**src/rtl/simexp_seq.sv**
```systemverilog
module simexp_seq #(
  parameter int WORD_W = 32,
  parameter int DEPTH  = 32
) (
  input  logic              clk,
  input  logic              rst,
  input  logic [WORD_W-1:0] exp_wdata,
  input  logic              exp_push,
  output logic              exp_full,
  output logic              exp_nopush,
  input  logic              start,
  input  logic              exp_mode,
  output logic              ready,
  output logic              mul_start,
  input  logic              mul_ready,
  output logic [1:0]        x_sel,
  output logic [1:0]        y_sel,
  output logic [1:0]        dest_sel
);
  localparam int HALF = WORD_W / 2;
  localparam int PW   = (DEPTH > 1) ? $clog2(DEPTH) : 1;
  localparam int CW   = $clog2(DEPTH + 1);
  localparam int BW   = (HALF > 1) ? $clog2(HALF) : 1;
  localparam logic [PW-1:0] LAST_SLOT = PW'(DEPTH - 1);
  localparam logic [BW-1:0] TOP_BIT   = BW'(HALF - 1);
  localparam logic [1:0]    ACC       = 2'd3;

  typedef enum logic [2:0] {
    S_IDLE, S_FETCH, S_SQ_GO, S_SQ_WAIT, S_MU_GO, S_MU_WAIT, S_DONE
  } state_t;

  state_t            state;
  logic [WORD_W-1:0] mem [DEPTH];
  logic [PW-1:0]     wptr, rptr;
  logic [CW-1:0]     count;
  logic [WORD_W-1:0] cur;
  logic [BW-1:0]     bidx;
  logic [1:0]        pair;
  logic              do_push, do_pop, last_bit;

  assign exp_full = (count == CW'(DEPTH));
  assign do_push  = exp_push && !exp_full;
  assign do_pop   = (state == S_FETCH) && (count != '0);
  assign pair     = {cur[HALF + int'(bidx)], cur[bidx]};
  assign last_bit = (bidx == '0);

  always_ff @(posedge clk) begin
    if (do_push) mem[wptr] <= exp_wdata;
  end

  always_ff @(posedge clk) begin
    if (rst) begin
      wptr       <= '0;
      rptr       <= '0;
      count      <= '0;
      exp_nopush <= 1'b0;
    end else begin
      exp_nopush <= exp_push && exp_full;
      if (do_push) wptr <= (wptr == LAST_SLOT) ? '0 : wptr + 1'b1;
      if (do_pop)  rptr <= (rptr == LAST_SLOT) ? '0 : rptr + 1'b1;
      count <= count + CW'(do_push) - CW'(do_pop);
    end
  end

  always_ff @(posedge clk) begin
    if (rst) begin
      state <= S_IDLE;
      cur   <= '0;
      bidx  <= '0;
    end else begin
      case (state)
        S_IDLE:    if (start && exp_mode) state <= S_FETCH;
        S_FETCH:
          if (count == '0) state <= S_DONE;
          else begin
            cur   <= mem[rptr];
            bidx  <= TOP_BIT;
            state <= S_SQ_GO;
          end
        S_SQ_GO:   state <= S_SQ_WAIT;
        S_SQ_WAIT:
          if (mul_ready) begin
            if (pair != 2'b00) state <= S_MU_GO;
            else if (last_bit) state <= S_FETCH;
            else begin
              bidx  <= bidx - 1'b1;
              state <= S_SQ_GO;
            end
          end
        S_MU_GO:   state <= S_MU_WAIT;
        S_MU_WAIT:
          if (mul_ready) begin
            if (last_bit) state <= S_FETCH;
            else begin
              bidx  <= bidx - 1'b1;
              state <= S_SQ_GO;
            end
          end
        S_DONE:    state <= S_IDLE;
        default:   state <= S_IDLE;
      endcase
    end
  end

  assign ready     = (state == S_DONE);
  assign mul_start = (state == S_SQ_GO) || (state == S_MU_GO);

  always_comb begin
    x_sel    = 2'd0;
    y_sel    = 2'd0;
    dest_sel = 2'd0;
    if (state == S_SQ_GO || state == S_SQ_WAIT) begin
      x_sel    = ACC;
      y_sel    = ACC;
      dest_sel = ACC;
    end else if (state == S_MU_GO || state == S_MU_WAIT) begin
      x_sel    = ACC;
      y_sel    = pair - 2'd1;
      dest_sel = ACC;
    end
  end
endmodule


```
**config.mk**
```make
export PLATFORM = sky130hd
export DESIGN_NAME = simexp_seq
export DESIGN_NICKNAME = d
export VERILOG_FILES = /design/src/rtl/simexp_seq.sv
export SDC_FILE = /design/constraint.sdc
export NUM_CORES = 1
export LEC_CHECK = 0
export CORE_AREA = 8 8 457 370
export CTS_BUF_LIST = sky130_fd_sc_hd__clkbuf_16
export DETAILED_ROUTE_END_ITERATION = 10
export DIE_AREA = 0 0 465 378
export SYNTH_ARGS = -nofsm -noshare
export SYNTH_HDL_FRONTEND = slang
export SYNTH_SLANG_ARGS = --single-unit
```
**constraint.sdc**
```tcl
create_clock -name clk -period 3.5 [get_ports clk]
set_input_delay 0.525 -clock clk [delete_from_list [all_inputs] [get_ports clk]]
set_output_delay 0.525 -clock clk [all_outputs]
set_load 0.02 [all_outputs]
```
==> impl_results.md <==
* Max-slew headroom at approximately 21%
* Die Width at 465 um
* Max Slew Vio Count at 0
* Setup CP Type: reg2out
* Hold Buf Count CTS at 0
* Critical Path AT at 2.81 ns
* Met2 Wirelength at 45500 um
* Commonest non-fill, non-tap cell in the layout: edfxtp_1
* Grt ovf at 0
* IO Pins at 48
* RD Place Congestion at about 0.80
* Worst IR Drop VDD at about 0.00036 V
* Design Power at 29.5 mW
* Wire length on met3 at between 6000 and 7000 um
* Layout area overhead at 17.8%
* Initial Utilization at 25.7%
* Req. time, crit path at 2.97 ns
* Overall routed net length at 99000 um
* Core footprint at 0.162 mm2
* Synth async-reset ratio at 0%
* RSZ-0062 raised after global routing: false
* Metal-1 WL at 45600 um
* Tcrit/Tclk final at 95.4%
* CTS tree: done
* Largest net degree at the start of global routing at 63
* 1st-iter DRT viols at 2079
* Total GRT Usage at 11.0%
* Clk root buf: clkbuf_16
* Outcome: complete, no violations
* Standard-cell rows at 133
* Post-Syn Instances at ~1900
* Hold Crit Class: in2reg
* Routed Antenna Nets at 0
* Peak Freq at 300 MHz
* Ys Warns at 0
* Synth Flop Type: edfxtp_1
* Cell area after synthesis at 0.0417 mm2
* Layout Nets at 2168
* Worst skew pair latency at 0.68 ns
* Seq cells post-synth at 1080
* Clk buf depth at 3
* Count of final setup violators at 0
* Worst Tran Pin Value at 1.17 ns
* Most frequent cells in the layout: edfxtp_1, mux4_2, buf_4
* Worst hold slack at approximately 0.44 ns
* Layout cells sized above 1 at ~30%
* PnR worst setup slack at 0.163 ns
* Via-per-instance ratio at 4.60
* Die span in y at ~380 um
* Vias in the first global route at 20500
* Vias at between 20000 and 25000
* Pwr Density at 601 mW/mm2
* Uppermost routed layer: met5
* Remaining DRCs at 0
* HPWL Detailed at roughly 59000 um
* Yosys top cell area share at between 70 and 80%
* Hold Fails Final Rpt at 0
* H-tree depth at 3
* Clk sinks at 1080
* PostCTS Resize Cnt at 4
* Syn_nets at 1988
* First-pass GRT wire length at 145000 um
* TNS Setup at 0 ns
* Count of input and output buffers at 47
* Dpl ws at 0.331 ns
* Leak at 14.9 nW
* Yosys cell types at 46
* Fill count at between 15000 and 20000
* Register area share after synthesis at 76.4%
* Post-synthesis cell type with the largest combined area: edfxtp_1
* Min cycle time layout at 3.34 ns
* Post-synth EDFFs at 1024
* Startpoint Class: register
* Full die area at 0.176 mm2
* Drt wl/cell at between 20 and 25 um
* Post CTS Setup Buffer Count at 0
* Crit-path max FO at 3
* Most area-consuming cells after synthesis: edfxtp_1, mux4_2, dfxtp_1, mux2_2, o22ai_1
* DR pass1 iterations at 5
* Initial antenna violation count at 5
* Total CTS buffers at between 90 and 100
* Reg clk slew, reported paths at 0.07 ns
* Synthesized area per cell at 21.6 um2
* Max-Cap Viols at 0
* Clk_skew at approximately 0.03 ns
* Critical Path Sink Type: output port
[per-layer routing]
layer,up-vias,GRT usage (%)
met5,-,0
met4,2,2.07
met3,124,2.33
met2,583,17.3
met1,10800,16.0
li1,8460,-
[logic make-up (layout without fill, tap and decap cells)]
kind of cell	Yosys count	count (layout)	synth area share, %
AOI/OAI and AO/OA	169	169	2.69
xor gates and xnor gates	5	5	0.105
adders and majority gates	22	22	0.678
buffers and inverters	134	393	1.68
DFF	1080	1080	76.4
muxes	331	331	16.1
other	0	3	0
and+or+nand+nor	187	187	2.41
[metrics by stage]
| stage | cells | instance area, um2 | utilization, % |
|---|---|---|---|
| final | 4350 | 49200 | 30.3 |
| after global placement | 4169 | 46000 | 28.3 |
| after floorplan | 1928 | 41700 | - |
| after detailed placement | 4169 | 46000 | 28.3 |
| after CTS | 4347 | 49200 | 30.3 |
| after global routing | 4348 | 49200 | 30.3 |
[report_power, final]
part / internal (mW) / total [mW] / switching (mW)
logic: 1.99 / 4.08 / 2.09
registers: 14.5 / 14.7 / 0.257
clock network: 6.06 / 10.7 / 4.68
total: 22.5 / 29.5 / 7.03
[flip-flops by register name, indices dropped and copies added (netlist names)]
| signal | cells |
|---|---|
| rptr | 5 |
| cur | 32 |
| mem | 1024 |
| bidx | 4 |
| wptr | 5 |
| state | 3 |
| count | 6 |
| exp_nopush | 1 |
[critical path, stage by stage (launching register included)]
cell     delay [ns]
dfxtp_2        0.34
buf_4          0.13
mux4_2         0.51
mux4_2         0.47
inv_1          0.09
ha_1           0.23
inv_1          0.06
a21o_1         0.15
buf_4          0.15
[path summary, 6_finish.rpt]
| kind | slack (ns) | start | end | cells past startpoint |
|---|---|---|---|---|
| setup / recovery | 0.16 | bidx[0] | y_sel[1] | 8 |
| hold / removal | 0.44 | exp_push | exp_nopush | 2 |
| setup reg to reg | 0.53 | bidx[0] | bidx[3] | 10 |
| hold reg to reg | 0.52 | cur[19] | cur[19] | 2 |
[Yosys cell counts (20+ instances only)]
| master | count |
|---|---|
| a211oi_1 | 33 |
| a21oi_1 | 20 |
| buf_2 | 29 |
| buf_4 | 28 |
| clkbuf_1 | 45 |
| dfxtp_1 | 56 |
| edfxtp_1 | 1024 |
| ha_1 | 21 |
| mux2_2 | 63 |
| mux4_2 | 265 |
| nand2_1 | 25 |
| nor2_1 | 53 |
| nor2b_1 | 35 |
| nor4_1 | 34 |
| o21bai_1 | 32 |
| o22ai_1 | 63 |
[cell type report]
cell class                      instances  area [um2]  area share (%)
Clock inverter                         80         724            1.47
Sequential cell                      1080       31900            64.9
Timing Repair Buffer                  194        1910            3.88
Inverter                               21        78.8           0.160
Antenna cell                            3        7.51          0.0153
Tap cell                             2160        2700            5.50
Clock buffer                           98        2450            4.99
Multi-Input combinational cell        714        9410            19.1
Power figures use the tool's default switching activity.
